$ cat src/rtl/bmc_rx_pkg.sv
package bmc_rx_pkg;

  // Raise a measured edge gap to the configured floor.
  function automatic int unsigned floor_clamp(input int unsigned gap,
                                              input int unsigned lim);
    return (gap < lim) ? lim : gap;
  endfunction

endpackage

$ cat src/rtl/bmc_line_sync.sv
module bmc_line_sync #(
  parameter int STAGES = 2
) (
  input  logic clk,
  input  logic rst,
  input  logic line_i,
  output logic level_o,
  output logic edge_o
);
  logic [STAGES-1:0] chain;
  logic              prev;

  always_ff @(posedge clk) begin
    if (rst) begin
      chain <= '0;
      prev  <= 1'b0;
    end else begin
      chain <= {chain[STAGES-2:0], line_i};
      prev  <= chain[STAGES-1];
    end
  end

  assign level_o = chain[STAGES-1];
  // Any change of the synchronised level, rising or falling.
  assign edge_o  = chain[STAGES-1] ^ prev;
endmodule

$ cat src/rtl/bmc_gap_meter.sv
module bmc_gap_meter #(
  parameter int HOLD_W       = 8,
  parameter int WINDOW_EDGES = 1024,
  parameter int MIN_FLOOR    = 4
) (
  input  logic              clk,
  input  logic              rst,
  input  logic              edge_i,
  output logic [HOLD_W-1:0] hold_o,
  output logic              locked_o,
  output logic              win_done_o
);
  localparam logic [HOLD_W-1:0] HOLD_MAX = {HOLD_W{1'b1}};
  localparam int CNT_W = (WINDOW_EDGES > 2) ? $clog2(WINDOW_EDGES) : 1;
  localparam logic [CNT_W-1:0] CNT_LAST = CNT_W'(WINDOW_EDGES - 1);

  logic [HOLD_W-1:0] run;
  logic [HOLD_W-1:0] win_min;
  logic [HOLD_W-1:0] cand_min;
  logic [CNT_W-1:0]  ecnt;

  // Clocks since the last transition, saturating.
  always_ff @(posedge clk) begin
    if (rst)                 run <= HOLD_MAX;
    else if (edge_i)         run <= HOLD_W'(1);
    else if (run != HOLD_MAX) run <= run + 1'b1;
  end

  always_comb begin
    cand_min = win_min;
    if (edge_i && (run < win_min)) cand_min = run;
  end

  assign win_done_o = edge_i && (ecnt == CNT_LAST);

  always_ff @(posedge clk) begin
    if (rst) begin
      ecnt     <= '0;
      win_min  <= HOLD_MAX;
      hold_o   <= HOLD_MAX;
      locked_o <= 1'b0;
    end else if (win_done_o) begin
      ecnt     <= '0;
      win_min  <= HOLD_MAX;
      hold_o   <= HOLD_W'(bmc_rx_pkg::floor_clamp(int'(cand_min), MIN_FLOOR));
      locked_o <= 1'b1;
    end else if (edge_i) begin
      ecnt     <= ecnt + 1'b1;
      win_min  <= cand_min;
    end
  end
endmodule

$ cat src/rtl/bmc_strobe_gen.sv
module bmc_strobe_gen #(
  parameter int HOLD_W = 8
) (
  input  logic              clk,
  input  logic              rst,
  input  logic              edge_i,
  input  logic              level_i,
  input  logic [HOLD_W-1:0] hold_i,
  input  logic              enable_i,
  output logic              bit_o,
  output logic              valid_o
);
  logic [HOLD_W-1:0] tmr;
  logic              fire;

  assign fire = !edge_i && (tmr == HOLD_W'(1));

  always_ff @(posedge clk) begin
    if (rst)            tmr <= '0;
    else if (edge_i)    tmr <= hold_i >> 1;
    else if (fire)      tmr <= hold_i;
    else if (tmr != '0) tmr <= tmr - 1'b1;
  end

  always_ff @(posedge clk) begin
    if (rst) begin
      valid_o <= 1'b0;
      bit_o   <= 1'b0;
    end else begin
      valid_o <= fire && enable_i;
      if (fire) bit_o <= level_i;
    end
  end
endmodule

$ cat src/rtl/bmc_edge_recovery.sv
module bmc_edge_recovery #(
  parameter int HOLD_W       = 8,
  parameter int WINDOW_EDGES = 1024,
  parameter int MIN_FLOOR    = 4,
  parameter int SYNC_STAGES  = 2
) (
  input  logic              clk,
  input  logic              rst,
  input  logic              line_i,
  output logic              bit_o,
  output logic              valid_o,
  output logic [HOLD_W-1:0] hold_o
);
  logic level;
  logic edge_seen;
  logic locked;
  logic win_done;

  bmc_line_sync #(.STAGES(SYNC_STAGES)) u_sync (
    .clk(clk), .rst(rst), .line_i(line_i),
    .level_o(level), .edge_o(edge_seen)
  );

  bmc_gap_meter #(
    .HOLD_W(HOLD_W), .WINDOW_EDGES(WINDOW_EDGES), .MIN_FLOOR(MIN_FLOOR)
  ) u_meter (
    .clk(clk), .rst(rst), .edge_i(edge_seen),
    .hold_o(hold_o), .locked_o(locked), .win_done_o(win_done)
  );

  bmc_strobe_gen #(.HOLD_W(HOLD_W)) u_strobe (
    .clk(clk), .rst(rst), .edge_i(edge_seen), .level_i(level),
    .hold_i(hold_o), .enable_i(locked),
    .bit_o(bit_o), .valid_o(valid_o)
  );
endmodule

$ cat config.mk
export PLATFORM = sky130hd
export DESIGN_NAME = bmc_edge_recovery
export DESIGN_NICKNAME = d
export VERILOG_FILES = /design/src/rtl/bmc_rx_pkg.sv /design/src/rtl/bmc_line_sync.sv /design/src/rtl/bmc_gap_meter.sv /design/src/rtl/bmc_strobe_gen.sv /design/src/rtl/bmc_edge_recovery.sv
export SDC_FILE = /design/constraint.sdc
export NUM_CORES = 1
export LEC_CHECK = 0
export ABC_CLOCK_PERIOD_IN_PS = 5420
export BUFFER_PORTS_ARGS = -buffer_cell sky130_fd_sc_hd__buf_4
export CORE_MARGIN = 2
export CORE_UTILIZATION = 39
export CTS_BUF_LIST = sky130_fd_sc_hd__clkbuf_4 sky130_fd_sc_hd__clkbuf_8 sky130_fd_sc_hd__clkbuf_16
export DETAILED_ROUTE_END_ITERATION = 10
export PLACE_DENSITY = 0.62
export SYNTH_ARGS = -nofsm -noshare
export SYNTH_HDL_FRONTEND = slang
export SYNTH_SLANG_ARGS = --single-unit
export TNS_END_PERCENT = 10
$ cat constraint.sdc
create_clock -name clk -period 5.42 [get_ports clk]
set_input_delay 0.271 -clock clk [delete_from_list [all_inputs] [get_ports clk]]
set_output_delay 0.271 -clock clk [all_outputs]
set_load 0.05 [all_outputs]
==> results.md, run 1 <==
- PD cells: 492 nW/um2
- CTS H-tree lvls: 2
- Detailed Route Iter0 Violations: 74
- Vias per cell: 5.31
- WS Path Type: reg2reg
- Fin. Hold Viols: 0
- Die Width: 82.7 um
- Final instance area: 2700 um2
- Cts bufs inserted: 5
- # IOs: 13
- CTS Buffer Depth: 2
- Chip height: 82.7 um
- Yosys warns: 0
- Row cnt: 28
- Vias: 1857
- Avg WL per Cell: 13.7 um
- Post-cts sizing count: 0
- Syn Inst Count: 264
- Global route overflow: 0
- CTS tree: yes
- Hold path cells: 2
- Initial antenna violation count: 0
- Fin crit period: 2.48 ns
- I/O Buffers: 12
- Status: completed
- GRT Total Usage: 0.154
- Reg2reg end: u_meter.hold_o[7]$_SDFFE_PP1P_
- Final Skew: 0.0101 ns
- Synthesized net count: 278
- Headroom to the max-slew limit: 0.483
- Wirelength, routed: 4790 um
- ANT nets after route: 0
- Core footprint: 5960 um2
- Startpoint types: flop
- First-pass detailed-route iteration total: 4
- Ant diodes: 0
- Area growth, synth to finish: 11.9%
- Post-CTS Setup Repair Bufs: 0
- Gp weighted congestion: 0.812
- Total clock sinks: 48
- Starting density of the core: 0.405
- Max Clk Rate: 404 MHz
- Final Max Tran Viols: 0
- Worst-Skew Late Latency: 0.30 ns
- Share of layout cells above drive strength 1: 0.124
- Pleak: 1.17 nW
- Worst Hold Endpoint: u_sync.chain[0]$_SDFF_PP0_
- Endpoints failing setup: 0
- Avg Cell Area, Syn: 9.14 um2
- Placement Cell Area: 2540 um2
- RSZ-0062 raised after global routing: no
- Hold Path Class: in2reg
- Worst reg2reg startpoint: u_sync.prev$_SDFF_PP0_
- Mapped Area: 2410 um2
- Number of synthesized flops with an enable pin: 0
- Cell variety after synth: 50
- DRC errors left: 0
- Crit path arrival time: 2.71 ns
- Maximum VDD drop: 0.234 mV
- Period Utilization, post-route: 0.457
- Yosys reg bits: 48
- CTS clk-pin slew, worst paths: 0.09 ns
- # hold bufs at CTS: 0
- Largest net degree at the start of global routing: 28
- Final #Nets: 288
- Worst Path Max Fanout: 14
- Worst EP required: 5.65 ns
- First-pass GRT wire length: 8000 um
- Setup TNS: 0 ns
- HPWL after detailed placement: 3490 um
- Register area share after synthesis: 0.398
- Hold path startpoint: line_i
- Slew @ Worst Pin: 0.771 ns
- Die area: 6830 um2
- Vias in the first global route: 1716
- CP Capture Type: flop
- R2r setup slk: 2.94 ns
- MaxCap Viol Count: 0
- Worst R2R Path Depth: 6
- Fraction of registers with async set/reset: 0
- Top_reg_cell synth: dfxtp_1
- Root buf cell: clkbuf_8
## area by class of cell
class / count / area [um2]
inverters: 13 / 48.8
fillers: 595 / 3250
flip-flops and latches: 48 / 961
clock buffers: 5 / 68.8
clock inverters: 3 / 90.1
multi-input cells: 193 / 1340
repair buffers: 13 / 97.6
well taps: 75 / 93.8
## state kept, by name (all words and copies together), names as in the netlist
| signal | cells |
|---|---|
| u_sync.chain | 2 |
| u_meter.locked_o | 1 |
| u_strobe.tmr | 8 |
| u_strobe.valid_o | 1 |
| u_sync.prev | 1 |
| u_meter.win_min | 8 |
| u_meter.hold_o | 8 |
| u_strobe.bit_o | 1 |
| u_meter.ecnt | 10 |
| u_meter.run | 8 |
## per-layer routing
layer | GRT usage | part of all wire | vias up
met1 | 0.205 | 0.50 | 879
met3 | 0.0391 | 0.041 | 2
met5 | 0 | 0 | -
met2 | 0.248 | 0.45 | 31
li1 | - | - | 945
met4 | 0.0459 | 0.0071 | 0
## cells by family after synthesis
| family | count (synthesis) | synth area share |
|---|---|---|
| AOI/OAI and AO/OA | 46 | 0.150 |
| xor gates and xnor gates | 16 | 0.0612 |
| adders and majority gates | 11 | 0.0570 |
| and+or+nand+nor | 108 | 0.237 |
| DFF | 48 | 0.398 |
| muxes | 12 | 0.0498 |
| buffers and inverters | 23 | 0.0461 |
## report_power, final
part / switching (W) / leakage, nW / total, W / internal (W)
Sequential: 0.0000804 / 0.393 / 0.000493 / 0.000412
Clock: 0.000123 / 0.0784 / 0.000354 / 0.000231
Combinational: 0.000252 / 0.700 / 0.000483 / 0.000231
## stage by stage
step,total power [W],std cells,setup slack (ns),util,hold WS (ns)
2_1_floorplan,0.000899,264,3.48,-,0.399
3_3_place_gp,0.000982,342,3.08,0.427,0.456
4_1_cts,0.00134,350,2.93,0.454,0.166
5_1_grt,0.00142,350,2.79,0.454,0.205
3_5_place_dp,0.000982,342,3.04,0.427,0.454
6_report,0.00133,350,2.94,0.454,0.175
## how the worst max path moves through the flow
stage,cells past startpoint,to,from
2_1_floorplan,8,u_meter.hold_o[6]$_SDFFE_PP1P_,u_meter.win_min[7]$_SDFFE_PP1P_
3_3_place_gp,6,u_meter.hold_o[4]$_SDFFE_PP1P_,u_sync.prev$_SDFF_PP0_
3_5_place_dp,6,u_meter.hold_o[7]$_SDFFE_PP1P_,u_sync.prev$_SDFF_PP0_
4_1_cts,6,u_meter.hold_o[7]$_SDFFE_PP1P_,u_sync.prev$_SDFF_PP0_
5_1_grt,6,u_meter.hold_o[6]$_SDFFE_PP1P_,u_sync.prev$_SDFF_PP0_
6_report,6,u_meter.hold_o[7]$_SDFFE_PP1P_,u_sync.prev$_SDFF_PP0_
## worst max-delay path, cell delays in order, from the launching register on
cell and delay [ns]:
dfxtp_1 0.43, xor2_1 0.61, buf_4 0.31, and4b_1 0.34, or2_1 0.46, nor2_1 0.10, a21oi_1 0.15
## placed cells by master, fill, tap and decap left out, types with 5 or more instances in the layout
| cell type | count |
|---|---|
| a21oi_1 | 13 |
| a221oi_1 | 5 |
| and3_1 | 7 |
| buf_4 | 13 |
| clkbuf_8 | 5 |
| dfxtp_1 | 48 |
| ha_1 | 11 |
| inv_1 | 13 |
| mux2i_1 | 12 |
| nand2_1 | 24 |
| nand3_1 | 13 |
| nand4_1 | 5 |
| nor2_1 | 28 |
| nor3_1 | 7 |
| o21ai_0 | 6 |
| o21bai_1 | 6 |
| xnor2_1 | 5 |
| xor2_1 | 10 |
## synthesized netlist by cell type (all sizes together), types with 3 or more instances
cell type / instances / area, um2
o21ai: 7 / 38.8
o21bai: 6 / 45.0
nand2: 25 / 96.4
nand4: 5 / 31.3
mux2i: 12 / 120
nor2b: 4 / 25.0
nor3: 8 / 51.3
buf: 8 / 55.1
inv: 13 / 48.8
xnor2: 6 / 60.1
a21oi: 13 / 65.1
and3: 7 / 43.8
dfxtp: 48 / 961
a21o: 3 / 22.5
nand2b: 3 / 26.3
nor2: 30 / 123
and4: 3 / 28.8
ha: 11 / 138
nand3: 13 / 65.1
a221oi: 5 / 43.8
xor2: 10 / 87.6
Power figures use the tool's default switching activity.
==> run 2, diff against run 1 <==
--- a/config.mk
+++ b/config.mk
@@ -5,13 +5,13 @@
 export SDC_FILE = /design/constraint.sdc
 export NUM_CORES = 1
 export LEC_CHECK = 0
-export ABC_CLOCK_PERIOD_IN_PS = 5420
+export ABC_CLOCK_PERIOD_IN_PS = 2000
 export BUFFER_PORTS_ARGS = -buffer_cell sky130_fd_sc_hd__buf_4
 export CORE_MARGIN = 2
 export CORE_UTILIZATION = 39
 export CTS_BUF_LIST = sky130_fd_sc_hd__clkbuf_4 sky130_fd_sc_hd__clkbuf_8 sky130_fd_sc_hd__clkbuf_16
 export DETAILED_ROUTE_END_ITERATION = 10
-export PLACE_DENSITY = 0.62
+export PLACE_DENSITY = 0.64
 export SYNTH_ARGS = -nofsm -noshare
 export SYNTH_HDL_FRONTEND = slang
 export SYNTH_SLANG_ARGS = --single-unit
==> constraint.sdc (replaced) <==
create_clock -name clk -period 2 [get_ports clk]
set_input_delay 0.1 -clock clk [delete_from_list [all_inputs] [get_ports clk]]
set_output_delay 0.1 -clock clk [all_outputs]
set_load 0.05 [all_outputs]
==> results.md, run 2 (synthesis gave the netlist of run 1 again) <==
- CTS clk-pin slew, worst paths: 0.10 ns
- WS Path Type: reg2reg
- CP Capture Type: flop
- Die Width: 82.7 um
- Startpoint types: flop
- Placement Cell Area: 2690 um2
- Worst Path Max Fanout: 5
- Fillers: 570
- HPWL after detailed placement: 3820 um
- Pleak: 1.24 nW
- Chip height: 82.7 um
- Core footprint: 5960 um2
- Final #Nets: 312
- PnR worst setup slack: 0.0746 ns
- Failing checks: negative hold slack
- Fin. Hold Viols: 1
- Inst Count DP: 361
- PD cells: 1260 nW/um2
- Worst-Skew Late Latency: 0.31 ns
- Wirelength, routed: 5440 um
- Slowest-stage cell, CP: a2111oi_4
- Fin crit period: 1.93 ns
- Hold Path Class: in2reg
- Vias: 2006
- Share of layout cells above drive strength 1: 0.237
- MaxCap Viol Count: 0
- Cts bufs inserted: 5
- CTS Buffer Depth: 2
- Most common cell after layout, fill and taps aside: dfxtp_1
- Detailed Route Iter0 Violations: 99
- Max FFs per register: 10
- Total clock sinks: 48
- First-pass GRT wire length: 8830 um
- GRT Total Usage: 0.170
- Crit path arrival time: 2.12 ns
- Gp weighted congestion: 0.786
- Final Max Tran Viols: 0
- Total power draw: 0.00366 W
- First-pass detailed-route iteration total: 4
- CP cell instances: inv_2 > ha_4 > a21o_1 > a2111oi_4 > o31ai_4 > buf_12 > buf_4 > mux2i_1 > nand2_1
- Status: finished with violations
- Largest net degree at the start of global routing: 28
- Headroom to the max-slew limit: 0.658
- Vias per cell: 5.36
- Final Non-Filler Cells: 374
- RSZ-0062 raised after global routing: yes
- Most frequent cells in the layout: dfxtp_1 (42), buf_4 (35), nor2_1 (28), nand2_1 (24)
- Global route overflow: 0
- CTS tree: yes
- Final instance area: 2910 um2
- Setup TNS: 0 ns
- CTS H-tree lvls: 2
- Ant diodes: 0
- Maximum VDD drop: 0.585 mV
- Final Skew: 0.00885 ns
- Max Clk Rate: 519 MHz
- Worst EP required: 2.19 ns
- Endpoints failing setup: 0
- Die area: 6830 um2
- WHS: -0.00193 ns
- Vias in the first global route: 1943
- Period Utilization, post-route: 0.963
- DRC errors left: 0
- Register area: 968 um2
- Row cnt: 28
- Most flop-heavy register: u_meter.ecnt
- Slew @ Worst Pin: 0.510 ns
- # hold bufs at CTS: 0
- Area growth, synth to finish: 20.5%
- Area of the multi-input gates: 1400 um2
- # IOs: 13
- Avg WL per Cell: 14.6 um
- Initial antenna violation count: 0
- Starting density of the core: 0.405
- I/O Buffers: 12
- Place WS: -0.0581 ns
- Root buf cell: clkbuf_8
- CP peak stage delay: 0.38 ns
- ANT nets after route: 0
==> run 2: cell count changes in the layout (fill, tap and decap cells not counted), moves of 3 or more <==
cell     before  now
ha_1         11    8
buf_4        13   35
dfxtp_1      48   42
dfxtp_2       0    6
ha_4          0    3
==> run 2: layout make-up <==
type	count	share of cell area
multi-input combinational	194	0.481
tap	75	0.0323
sequential	48	0.333
clock inverter	3	0.0159
clock buffer	5	0.0237
timing repair buffer	36	0.0972
inverter	13	0.0168
==> run 2: repair_timing <==
action	in CTS	in global routing
gates resized for setup	4	9
setup endpoints to repair	10	14
pin swaps	5	5
gates cloned	1	0
setup buffers	2	3
==> run 2: through the flow <==
step	util	hold slack (ns)
after floorplan	-	0.228
after global placement	0.451	0.320
after detailed placement	0.451	0.323
after CTS	0.479	0.00224
after global routing	0.488	0.0205
final	0.488	-0.00193
==> run 2: power breakdown <==
part / total [W] / internal [W] / switching [W]
registers: 0.00126 / 0.00112 / 0.000140
logic: 0.00167 / 0.000795 / 0.000874
clock network: 0.000728 / 0.000377 / 0.000351
total: 0.00366 / 0.00230 / 0.00136
==> run 2: worst max-delay path, delay by kind of cell, from the launching register on <==
kind,cells,cell delay [ns]
AOI/OAI and AO/OA,3,0.72
adders and majority gates,1,0.22
buffers and inverters,3,0.34
DFF,1,0.35
muxes,1,0.13
and+or+nand+nor,1,0.06
==> run 2: per-layer routing <==
metal,track usage,up-vias,wire (um)
met2,0.282,37,2520
met3,0.0315,16,150
li1,-,1000,-
met4,0.0787,0,174
met5,0,-,0
met1,0.213,953,2600
==> run 2: path summary, 6_finish.rpt <==
check                                        from                         endpoint  slack [ns]  cells after the start
setup / recovery  u_meter.win_min[6]$_SDFFE_PP1P_  u_meter.win_min[2]$_SDFFE_PP1P_        0.07                      9
hold / removal                             line_i       u_sync.chain[0]$_SDFF_PP0_      -0.002                      2
setup reg to reg  u_meter.win_min[6]$_SDFFE_PP1P_  u_meter.win_min[2]$_SDFFE_PP1P_        0.07                      9
hold reg to reg     u_meter.locked_o$_SDFFE_PP0P_    u_meter.locked_o$_SDFFE_PP0P_        0.47                      2
